===== config.mk =====
export PLATFORM = sky130hd
export DESIGN_NAME = strm_addr_walker
export DESIGN_NICKNAME = d
export VERILOG_FILES = /design/src/rtl/strm_pkg.sv /design/src/rtl/strm_counter.sv /design/src/rtl/strm_ctrl.sv /design/src/rtl/strm_addr_walker.sv
export SDC_FILE = /design/constraint.sdc
export NUM_CORES = 1
export LEC_CHECK = 0
export ABC_AREA = 1
export BUFFER_PORTS_ARGS = -buffer_cell sky130_fd_sc_hd__buf_4
export CORE_MARGIN = 4
export CORE_UTILIZATION = 47
export DETAILED_ROUTE_END_ITERATION = 10
export HOLD_SLACK_MARGIN = 0.05
export PLACE_DENSITY_LB_ADDON = 0.08
export RECOVER_POWER = 25
export SLEW_MARGIN = 40
export SYNTH_ARGS = -nofsm -noshare
export SYNTH_HDL_FRONTEND = slang
export SYNTH_HIERARCHICAL = 1
export SYNTH_SLANG_ARGS = --single-unit

===== constraint.sdc =====
create_clock -name clk -period 6.8 [get_ports clk]
set_clock_uncertainty 0.1 [all_clocks]
set_input_delay 0 -clock clk [delete_from_list [all_inputs] [get_ports clk]]
set_output_delay 0 -clock clk [all_outputs]
set_load 0.03 [all_outputs]

===== src/rtl/strm_pkg.sv =====
package strm_pkg;
  localparam int WORD_BYTES = 2;
  typedef enum logic {ST_IDLE, ST_RUN} strm_state_e;
endpackage


===== src/rtl/strm_counter.sv =====
module strm_counter #(
  parameter int W = 16
) (
  input  logic         clk,
  input  logic         rst_n,
  input  logic         load,
  input  logic [W-1:0] limit,
  input  logic         step,
  output logic         at_last
);
  logic [W-1:0] cnt_q, cnt_d, lim_q, lim_d;

  assign at_last = (cnt_q == (lim_q - W'(1)));

  always_comb begin
    cnt_d = cnt_q;
    lim_d = lim_q;
    if (load) begin
      cnt_d = '0;
      lim_d = limit;
    end else if (step) begin
      cnt_d = at_last ? '0 : cnt_q + W'(1);
    end
  end

  always_ff @(posedge clk or negedge rst_n) begin
    if (!rst_n) begin
      cnt_q <= '0;
      lim_q <= '0;
    end else if (load || step) begin
      cnt_q <= cnt_d;
      lim_q <= lim_d;
    end
  end
endmodule


===== src/rtl/strm_ctrl.sv =====
module strm_ctrl
  import strm_pkg::*;
(
  input  logic clk,
  input  logic rst_n,
  input  logic cmd_valid,
  input  logic cmd_empty,
  input  logic hs,
  input  logic elem_last,
  input  logic row_last,
  output logic cmd_ready,
  output logic req_valid,
  output logic load,
  output logic done
);
  strm_state_e state_q, state_d;
  logic        done_d;

  assign cmd_ready = (state_q == ST_IDLE);
  assign req_valid = (state_q == ST_RUN);
  assign load      = cmd_valid && cmd_ready;

  always_comb begin
    state_d = state_q;
    done_d  = 1'b0;
    case (state_q)
      ST_IDLE: if (cmd_valid) begin
        if (cmd_empty) done_d  = 1'b1;
        else           state_d = ST_RUN;
      end
      ST_RUN: if (hs && elem_last && row_last) begin
        state_d = ST_IDLE;
        done_d  = 1'b1;
      end
      default: state_d = ST_IDLE;
    endcase
  end

  always_ff @(posedge clk or negedge rst_n) begin
    if (!rst_n) begin
      state_q <= ST_IDLE;
      done    <= 1'b0;
    end else begin
      state_q <= state_d;
      done    <= done_d;
    end
  end
endmodule


===== src/rtl/strm_addr_walker.sv =====
module strm_addr_walker #(
  parameter int ADDR_W     = 32,
  parameter int LEN_W      = 16,
  parameter int CNT_W      = 16,
  parameter int SPAD_BYTES = 4096,
  parameter int SP_W       = $clog2(SPAD_BYTES)
) (
  input  logic              clk,
  input  logic              rst_n,
  input  logic              cmd_valid,
  output logic              cmd_ready,
  input  logic [ADDR_W-1:0] cmd_base,
  input  logic [ADDR_W-1:0] cmd_stride,
  input  logic [LEN_W-1:0]  cmd_len,
  input  logic [CNT_W-1:0]  cmd_rows,
  input  logic [SP_W-1:0]   cmd_spad_off,
  output logic              req_valid,
  input  logic              req_ready,
  output logic [ADDR_W-1:0] req_mem_addr,
  output logic [SP_W-1:0]   req_spad_addr,
  output logic              req_last,
  output logic              done
);
  localparam logic [ADDR_W-1:0] MEM_STEP = ADDR_W'(strm_pkg::WORD_BYTES);
  localparam logic [SP_W-1:0]   SP_STEP  = SP_W'(strm_pkg::WORD_BYTES);

  logic load, hs, elem_last, row_last, cmd_empty;
  logic [ADDR_W-1:0] mem_q, mem_d, row_q, row_d, stride_q, stride_d;
  logic [SP_W-1:0]   spad_q, spad_d;

  assign cmd_empty     = (cmd_len == '0) || (cmd_rows == '0);
  assign hs            = req_valid && req_ready;
  assign req_mem_addr  = mem_q;
  assign req_spad_addr = spad_q;
  assign req_last      = req_valid && elem_last && row_last;

  strm_ctrl u_ctrl (
    .clk(clk), .rst_n(rst_n), .cmd_valid(cmd_valid), .cmd_empty(cmd_empty),
    .hs(hs), .elem_last(elem_last), .row_last(row_last),
    .cmd_ready(cmd_ready), .req_valid(req_valid), .load(load), .done(done)
  );

  strm_counter #(.W(LEN_W)) u_elem_ctr (
    .clk(clk), .rst_n(rst_n), .load(load), .limit(cmd_len),
    .step(hs), .at_last(elem_last)
  );

  strm_counter #(.W(CNT_W)) u_row_ctr (
    .clk(clk), .rst_n(rst_n), .load(load), .limit(cmd_rows),
    .step(hs && elem_last), .at_last(row_last)
  );

  always_comb begin
    mem_d    = mem_q;
    row_d    = row_q;
    stride_d = stride_q;
    spad_d   = spad_q;
    if (load) begin
      mem_d    = cmd_base;
      row_d    = cmd_base;
      stride_d = cmd_stride;
      spad_d   = cmd_spad_off;
    end else if (hs) begin
      spad_d = spad_q + SP_STEP;
      if (elem_last) begin
        row_d = row_q + stride_q;
        mem_d = row_q + stride_q;
      end else begin
        mem_d = mem_q + MEM_STEP;
      end
    end
  end

  always_ff @(posedge clk or negedge rst_n) begin
    if (!rst_n) begin
      mem_q    <= '0;
      row_q    <= '0;
      stride_q <= '0;
      spad_q   <= '0;
    end else if (load || hs) begin
      mem_q    <= mem_d;
      row_q    <= row_d;
      stride_q <= stride_d;
      spad_q   <= spad_d;
    end
  end
endmodule


==> results.py, run 1 <==
metrics = {
    "global_route": {
        "grt_pass1_vias": 13381,
        "gr-total-overflow": 0,
        "grt_pass1_wl_microns": 68300,
        "track_usage": 0.273,
        "antenna_found_initial": 0,
        "grt_max_degree": 108,
    },
    "critical_path": {
        "crit_fanout": 44,
        "cp-start-kind": "flip-flop",
        "cp.required_ns": 7.10,
        "path_class": "reg2reg",
        "crit_path_end_kind": "flip-flop",
        "cp.arrival_ns": 5.02,
    },
    "yosys": {
        "synth.top_cells.by_count": "833 x nand2_1, 249 x inv_1, 187 x nor2_1",
        "synth.avg_cell_area_sq_um": 6.39,
        "yosysWarningCount": 6,
        "synth_area_leaders": "dfrtp_1 33%, nand2_1 24%, inv_1 7.1%",
        "synth-edff-count": 0,
        "synth_flop_cell": "dfrtp_1",
        "yosys.area.top_type": "dfrtp_1",
        "synthCells": 2058,
        "yosysMostFrequentCell": "nand2_1",
        "ys_types": 48,
        "async_flop_share": 1.00,
        "synth.top_cell.area_share": 0.331,
        "syn-cell-area_sq_um": 13200,
        "synth_seq_area_share": 0.331,
        "synth_fp_nets": 2208,
        "ys_seq_elements": 174,
    },
    "floorplanning": {
        "die_area_sq_um": 30700,
        "io_pins": 160,
        "core_sq_um": 27300,
        "die_h_microns": 175,
        "core.rowCount": 60,
        "fp.dieW_microns": 175,
        "start_util": 0.483,
    },
    "timing": {
        "setup_ws_ns": 2.08,
        "post-route-period-util": 0.695,
        "slew_violations": 56,
        "holdWs_ns": 0.0813,
        "fmax_mhz": 212,
        "worst_pin_slew_ns": 3.06,
        "finalSetupTns_ns": 0,
        "finalCriticalPeriod_ns": 4.72,
        "setup_viol": 0,
        "max_slew_margin": -1.04,
        "rsz0062_at_grt": "false",
        "finalHoldViolations": 0,
    },
    "run": {
        "drv_cap": 1,
    },
    "clock_tree": {
        "cts_root_buffer": "clkbuf_16",
        "htree_levels": 4,
        "insertion_delay_ns": 0.45,
        "ctsResizeCount": 0,
        "path_clk_slew_ns": 0.08,
        "clock_path_buffers": 2,
        "tritoncts": "yes",
        "cts_hold_buf": 128,
        "cts.sinks": 174,
        "numCtsBuffers": 17,
        "postCtsSetupBuffers": 0,
    },
    "power": {
        "pwr-share-clk": 0.177,
        "leakagePower_uw": 0.00842,
        "p_int_uw": 2890,
        "p_sw_frac": 0.495,
        "ir_drop_v": 0.000179,
        "power.density_nw_per_um2": 350,
        "switchingPower_uw": 2830,
        "combPwrFrac": 0.514,
        "pwr-share-seq": 0.309,
    },
    "run_status": {
        "status": "finished with violations",
        "violations": "capacitance limit, slew limit",
    },
    "layout": {
        "diodes": 0,
        "num-fill-cells": 2631,
        "synthToLayoutAreaGrowth_pct": 24.3,
        "layout.nets": 2470,
        "drive_gt1_frac": 0.107,
    },
    "placed_design": {
        "gp_congestion": 0.938,
        "dpl.hpwl_microns": 30800,
        "io_buffers": 159,
        "place_ws_ns": 2.11,
    },
    "route": {
        "firstDrtPassIters": 5,
        "drt-initial-drc-count": 998,
        "wl_microns": 41800,
        "drc": 0,
        "ant_nets": 0,
        "viasPerCell": 5.09,
        "wire_per_inst_microns": 15.5,
        "vias": 13764,
    },
    "hold_path": {
        "hold_class": "in2reg",
    },
}
## cell usage in the layout (no fill, tap or decap), types with 5 or more instances in the layout
cell,Yosys,layout
buf_4,0,121
o221ai_1,6,6
and2_1,5,5
a31oi_1,9,9
inv_6,0,5
clkinv_1,7,7
xor2_1,39,39
clkbuf_1,19,47
nor2_1,187,186
nor2_2,24,24
nand4_1,24,24
clkbuf_16,0,17
o22ai_1,5,5
nand3b_1,15,15
dlygate4sd3_1,0,127
nand3_1,128,128
inv_1,249,248
inv_2,15,15
dfrtp_1,174,174
nand2_1,833,833
nor2_4,12,13
o21ai_0,33,33
nand2_2,17,17
o211ai_1,15,15
nor3_2,10,10
a21oi_1,66,66
nor3_1,19,19
ha_1,37,37
xnor2_1,27,27
nor4_1,13,13
## flip-flops by register name (all words and copies together) (netlist names)
signal / cells
req_mem_addr: 32
req_spad_addr: 12
row_q: 32
stride_q: 32
u_ctrl/done: 1
u_ctrl/req_valid: 1
u_elem_ctr/cnt_q: 16
u_elem_ctr/lim_q: 16
u_row_ctr/cnt_q: 16
u_row_ctr/lim_q: 16
## critical path, cell delays in order, from the launching register on
cell      delay (ns)
dfrtp_1         0.38
inv_1           0.11
ha_1            0.32
nand2_1         0.08
inv_1           0.04
nor2_1          0.08
nand2_1         0.06
nor2_1          0.10
nand2_1         0.08
nor2_1          0.09
nand3_1         0.11
nor2_4          0.11
nand3_4         0.21
inv_2           0.09
buf_4           0.44
inv_1           0.49
nor2_1          0.32
nor2_1          0.07
buf_4           0.22
nor2_1          0.34
clkinv_1        0.38
nor3_1          0.27
nand2_1         0.08
nand2_1         0.07
## routing by layer
metal  global-route usage  up-vias  routed length [microns]
li1                     -     6952                        -
met2                0.473      431                    20000
met4               0.0894        0                     1260
met3               0.0368       77                     2110
met1                0.354     6304                    18500
met5                    0        -                        0
## through the flow
step	util	instance area (sq um)	std cells	power, uW
3_3_place_gp	0.538	14700	2545	4690
6_report	0.600	16400	2705	5720
3_5_place_dp	0.538	14700	2545	4720
2_1_floorplan	-	13200	2058	3800
4_1_cts	0.607	16500	2705	5810
5_1_grt	0.600	16400	2705	6190
## logic make-up (layout without fill, tap and decap cells)
group / count (synthesis) / in the layout / synth area share
compound gates: 150 / 150 / 0.0657
simple gates: 1306 / 1306 / 0.427
fa+ha+maj: 38 / 38 / 0.0367
buf+inv: 324 / 599 / 0.0959
flops: 174 / 174 / 0.331
xor+xnor: 66 / 66 / 0.0440
## worst paths after layout
kind,from,to,slack (ns),cells after the start
max in group asynchronous,rst_n,u_elem_ctr/lim_q[5],2.99,4
max,u_elem_ctr/lim_q[0],u_row_ctr/cnt_q[8],2.08,23
min reg2reg,stride_q[18],stride_q[18],0.38,2
min in group asynchronous,rst_n,u_row_ctr/cnt_q[10],0.88,4
min,req_ready,req_spad_addr[5],0.08,5
max reg2reg,u_elem_ctr/lim_q[0],u_row_ctr/cnt_q[8],2.08,23
## power groups by stage
stage / sequential [uW] / clock (uW) / combinational (uW)
after floorplan: 1860 / 0 / 1950
after global placement: 1780 / 0 / 2920
after detailed placement: 1780 / 0 / 2940
after CTS: 1770 / 1030 / 3020
after global routing: 1810 / 1070 / 3310
final: 1770 / 1010 / 2940
## layout make-up
type / instances / area, sq um / share of cell area
Clock buffer: 19 / 443 / 0.0271
Clock inverter: 13 / 143 / 0.00872
Inverter: 271 / 1020 / 0.0624
Multi-Input combinational cell: 1560 / 7540 / 0.461
Sequential cell: 174 / 4350 / 0.266
Tap cell: 372 / 465 / 0.0285
Timing Repair Buffer: 296 / 2380 / 0.146
No activity file was read; power rests on OpenSTA's default activity.
==> run 2: changes to the inputs <==
==> constraint.sdc (replaced) <==
create_clock -name clk -period 4.4 [get_ports clk]
set_clock_uncertainty 0.1 [all_clocks]
set_input_delay 0 -clock clk [delete_from_list [all_inputs] [get_ports clk]]
set_output_delay 0 -clock clk [all_outputs]
set_load 0.03 [all_outputs]
==> run 2 against run 1 <==
The flow still finishes with violations (capacitance limit, slew limit); die area stayed put; worst hold slack better by 0.014 ns; worst setup slack worse by 1.4 ns; critical path depth is 3 lower; global-route usage is 0.56 points lower; total power is 56% higher; routed wire length is 1.7% lower; critical path type unchanged; critical endpoint unchanged; highest routed layer unchanged.
==> results.py, run 2 (same netlist as run 1, synthesis figures left out) <==
metrics = {
    "timing": {
        "post-route-period-util": 0.845,
        "slew_violations": 82,
        "fmax_mhz": 269,
        "worst_pin_slew_ns": 2.18,
        "finalSetupTns_ns": 0,
        "max_slew_margin": -0.451,
        "finalHoldViolations": 0,
        "holdWs_ns": 0.0956,
        "rsz0062_at_grt": "false",
        "finalCriticalPeriod_ns": 3.72,
        "setup_viol": 0,
    },
    "route": {
        "firstDrtPassIters": 5,
        "wl_microns": 41100,
        "viasPerCell": 5.09,
        "drt-initial-drc-count": 1057,
        "drc": 0,
        "wire_per_inst_microns": 15.2,
        "vias": 13738,
        "ant_nets": 0,
    },
    "layout": {
        "num-fill-cells": 2620,
        "diodes": 0,
        "drive_gt1_frac": 0.119,
        "synthToLayoutAreaGrowth_pct": 24.9,
        "layout_commonest_cell": "nand2_1",
        "layout.nets": 2465,
        "final_cell_mix": "833 x nand2_1, 248 x inv_1, 185 x nor2_1",
    },
    "global_route": {
        "track_usage": 0.268,
        "grt_pass1_vias": 13350,
        "antenna_found_initial": 0,
        "grt_max_degree": 94,
        "grt_pass1_wl_microns": 67000,
        "gr-total-overflow": 0,
    },
    "power": {
        "ir_drop_v": 0.000281,
        "p_sw_frac": 0.486,
        "power.density_nw_per_um2": 543,
        "p_int_uw": 4580,
        "combPwrFrac": 0.515,
        "pwr-share-seq": 0.306,
        "leakagePower_uw": 0.00852,
        "pwr-share-clk": 0.179,
        "switchingPower_uw": 4330,
    },
    "critical_path": {
        "path_class": "reg2reg",
        "cp.arrival_ns": 4.00,
        "crit_path_frequent_cell": "nand2_1",
        "cp.required_ns": 4.68,
        "slowest_delay_ns": 0.40,
        "crit_path_end_kind": "flip-flop",
        "cp-start-kind": "flip-flop",
        "crit_fanout": 17,
        "r2r_slack_ns": 0.68,
        "reg2reg_depth": 20,
        "critical-path-slowest-cell": "dfrtp_1",
        "path_cells": "inv_1 -> ha_1 -> nand2_4 -> nor2_4 -> nand2_1 -> nand2_1 -> nand2_1 -> nor2_1 -> nand2_1 -> nor2_4 -> nand3_4 -> inv_2 -> inv_1 -> nor2_1 -> nor2_2 -> nor2_1 -> clkinv_1 -> nor3_1 -> nand2_1 -> nand2_1",
    },
    "run_status": {
        "status": "finished with violations",
        "violations": "capacitance limit, slew limit",
    },
    "clock_tree": {
        "insertion_delay_ns": 0.45,
        "numCtsBuffers": 17,
        "cts.sinks": 174,
        "htree_levels": 4,
        "postCtsSetupBuffers": 0,
        "clock_path_buffers": 2,
        "cts_root_buffer": "clkbuf_16",
        "tritoncts": "yes",
        "path_clk_slew_ns": 0.07,
    },
    "placed_design": {
        "gp_congestion": 0.941,
        "dpl.hpwl_microns": 30700,
        "io_buffers": 159,
    },
    "floorplanning": {
        "io_pins": 160,
        "start_util": 0.483,
        "core_sq_um": 27300,
        "fp.dieW_microns": 175,
        "core.rowCount": 60,
        "die_area_sq_um": 30700,
        "die_h_microns": 175,
    },
    "hold_path": {
        "hold_class": "in2reg",
        "hold_path_depth": 5,
    },
    "run": {
        "drv_cap": 1,
    },
}
-- run 2: per-stage QoR --
stage	cells	total power, uW	setup slack, ns	util	area [sq um]
after floorplan	2058	5880	1.16	-	13200
after global placement	2545	7190	0.716	0.538	14700
after detailed placement	2545	7260	0.687	0.538	14700
after CTS	2700	8960	0.667	0.605	16500
after global routing	2700	9680	0.219	0.603	16400
final	2700	8910	0.683	0.603	16400
-- run 2: final cells by class --
cell class                      instances  area [sq um]  share of cell area
Multi-Input combinational cell       1560          7550               0.459
Inverter                              271          1020              0.0622
Sequential cell                       174          4350               0.265
Timing Repair Buffer                  291          2430               0.148
Clock buffer                           17           425              0.0259
Clock inverter                         15           178              0.0108
Tap cell                              372           465              0.0283
-- run 2: critical path: cells and delay by family, from the launching register on --
family / cells / cell delay, ns
simple gates: 15 / 2.19
buf+inv: 4 / 0.69
flops: 1 / 0.40
fa+ha+maj: 1 / 0.26
-- run 2: worst paths after layout --
| kind | from | endpoint |
|---|---|---|
| max reg2reg | u_elem_ctr/lim_q[0] | u_row_ctr/cnt_q[8] |
| min in group asynchronous | rst_n | u_row_ctr/lim_q[2] |
| max | u_elem_ctr/lim_q[0] | u_row_ctr/cnt_q[8] |
| max in group asynchronous | rst_n | stride_q[31] |
| min | req_ready | req_spad_addr[4] |
| min reg2reg | stride_q[26] | stride_q[26] |
-- run 2: timing repair --
item,in CTS,in global routing
endpoints found under the hold margin,223,0
resized for setup,0,0
hold buffers,123,0
-- run 2: power by group through the flow --
stage                     Combinational [uW]  Sequential (uW)  Clock (uW)
after detailed placement                4510             2740           0
after CTS                               4620             2720        1620
after global placement                  4450             2740           0
final                                   4590             2730        1590
after global routing                    5180             2800        1700
after floorplan                         3010             2870           0
-- run 2: per-layer routing --
metal,track usage,wire [microns]
met5,0,0
met4,0.0913,1230
met3,0.0308,1840
met2,0.456,19400
met1,0.355,18700
==> run 3: changes to the inputs <==
==> constraint.sdc (replaced) <==
create_clock -name clk -period 3.6 [get_ports clk]
set_clock_uncertainty 0.1 [all_clocks]
set_input_delay 0 -clock clk [delete_from_list [all_inputs] [get_ports clk]]
set_output_delay 0 -clock clk [all_outputs]
set_load 0.03 [all_outputs]
==> run 3 against run 2 <==
The flow now finishes without violations; final area decreased by 0.67%; total power increased by 21%; global-route usage increased by 0.078 points; highest routed layer unchanged.
==> results.py, run 3 (same netlist as run 1, synthesis figures left out) <==
metrics = {
    "timing": {
        "finalCriticalPeriod_ns": 3.08,
        "post-route-period-util": 0.855,
        "finalHoldViolations": 0,
        "slew_violations": 0,
        "finalSetupTns_ns": 0,
        "fmax_mhz": 325,
        "worst_pin_slew_ns": 1.42,
        "max_slew_margin": 0.0505,
        "setup_viol": 0,
        "rsz0062_at_grt": "false",
    },
    "global_route": {
        "antenna_found_initial": 0,
        "track_usage": 0.268,
        "gr-total-overflow": 0,
        "grt_pass1_vias": 13353,
        "grt_max_degree": 96,
        "grt_pass1_wl_microns": 67300,
    },
    "route": {
        "viasPerCell": 5.09,
        "wire_per_inst_microns": 15.4,
        "drt-initial-drc-count": 1124,
        "firstDrtPassIters": 5,
        "drc": 0,
        "wl_microns": 41500,
        "vias": 13724,
        "ant_nets": 0,
    },
    "layout": {
        "layout.nets": 2463,
        "multi_input_area_sq_um": 7540,
        "layout_commonest_cell": "nand2_1",
        "diodes": 0,
        "synthToLayoutAreaGrowth_pct": 24.1,
        "postLayoutCoreUtil": 0.599,
        "regArea_sq_um": 4350,
        "fin_cells": 2698,
        "final_cell_mix": "833 x nand2_1, 248 x inv_1, 186 x nor2_1",
        "drive_gt1_frac": 0.114,
        "num-fill-cells": 2669,
    },
    "clock_tree": {
        "numCtsBuffers": 17,
        "ctsResizeCount": 0,
        "tritoncts": "yes",
        "cts.sinks": 174,
        "htree_levels": 4,
        "insertion_delay_ns": 0.45,
        "path_clk_slew_ns": 0.08,
        "cts_root_buffer": "clkbuf_16",
        "clock_path_buffers": 2,
    },
    "placed_design": {
        "placedCellCount": 2553,
        "dpl.hpwl_microns": 30700,
        "gp_congestion": 0.946,
        "io_buffers": 159,
    },
    "hold_path": {
        "hp-start": "req_ready",
        "min_to": "req_spad_addr[4]",
        "hold_path_depth": 5,
        "hold_class": "in2reg",
    },
    "critical_path": {
        "path_cells": "inv_1 -> ha_1 -> nand2_1 -> inv_1 -> nor2_1 -> nand2_1 -> nor2_1 -> nand2_1 -> nor2_1 -> nand3_1 -> nor2_4 -> nand3_4 -> inv_2 -> inv_1 -> nor2_1 -> nor2_1 -> nor2_1 -> clkinv_1 -> nor3_1 -> nand2_1 -> nand2_1",
        "cp.arrival_ns": 3.36,
        "reg2reg_depth": 21,
        "cp.required_ns": 3.88,
        "path_class": "reg2reg",
        "cp_top_family": "simple AND/OR/NAND/NOR gates",
        "cp_num_buf_inv": 5,
        "slowest_delay_ns": 0.40,
        "critical-path-slowest-cell": "dfrtp_1",
        "r2r_slack_ns": 0.52,
        "crit_fanout": 10,
        "crit_path_frequent_cell": "nor2_1",
        "r2r-end": "u_row_ctr/cnt_q[8]",
        "crit_path_end_kind": "flip-flop",
        "cp-start-kind": "flip-flop",
        "reg2reg_from": "u_elem_ctr/lim_q[0]",
    },
    "floorplanning": {
        "io_pins": 160,
        "die_area_sq_um": 30700,
        "core_sq_um": 27300,
        "die_h_microns": 175,
        "fp.dieW_microns": 175,
        "core.rowCount": 60,
        "start_util": 0.483,
    },
    "power": {
        "power.density_nw_per_um2": 663,
        "ir_drop_v": 0.000332,
        "power_uw": 10800,
        "leakagePower_uw": 0.00848,
    },
    "run": {
        "drv_cap": 0,
    },
    "run_status": {
        "status": "finished clean",
    },
}
-- run 3: worst max-delay path by stage --
stage                   startpoint                   to  cells after the start
6_report       u_elem_ctr/lim_q[0]   u_row_ctr/cnt_q[8]                     21
5_1_grt        u_elem_ctr/lim_q[0]  u_row_ctr/cnt_q[14]                     20
4_1_cts        u_elem_ctr/lim_q[0]   u_row_ctr/cnt_q[8]                     20
3_5_place_dp   u_elem_ctr/lim_q[0]   u_row_ctr/cnt_q[8]                     21
3_3_place_gp   u_elem_ctr/lim_q[0]   u_row_ctr/cnt_q[2]                     21
2_1_floorplan  u_elem_ctr/lim_q[0]  u_row_ctr/cnt_q[14]                     23
-- run 3: area by class of cell --
cell class              instances  area share
well taps                     372      0.0285
multi-input cells            1560       0.462
repair buffers                289       0.143
clock inverters                14     0.00959
clock buffers                  18      0.0269
inverters                     271      0.0623
flip-flops and latches        174       0.267
-- run 3: through the flow --
stage / hold WS, ns / setup slack, ns / instance area (sq um)
floorplan: -0.396 / 0.364 / 13200
global placement: 0.0654 / 0.557 / 14700
detailed placement: -0.00988 / 0.489 / 14700
CTS: 0.0578 / 0.478 / 16400
global route: 0.111 / 0.0847 / 16300
finish: 0.0703 / 0.521 / 16300
-- run 3: worst register-to-register path, delay by kind of cell, from the launching register on --
kind                     cells  cell delay [ns]
AND/OR/NAND/NOR             15             1.70
buffers and inverters        5             0.57
flip-flops                   1             0.40
adder cells (fa/ha/maj)      1             0.27
-- run 3: per-layer routing --
| metal | share of wire | routed length, microns | GRT usage | up-vias |
|---|---|---|---|---|
| li1 | - | - | - | 6926 |
| met4 | 0.033 | 1370 | 0.0982 | 0 |
| met1 | 0.44 | 18100 | 0.347 | 6238 |
| met5 | 0 | 0 | 0 | - |
| met2 | 0.48 | 19700 | 0.463 | 472 |
| met3 | 0.056 | 2300 | 0.0327 | 88 |
-- run 3: repair_timing --
action / CTS / global route
buffers inserted: 0 / 0
hold endpoints to repair: 235 / 20
hold buffers: 111 / 1
-- run 3: where the power goes --
part / internal, uW / switching, uW / leakage, uW
Sequential: 2550 / 790 / 0.00213
Combinational: 1930 / 3620 / 0.00606
Clock: 1060 / 876 / 0.000286
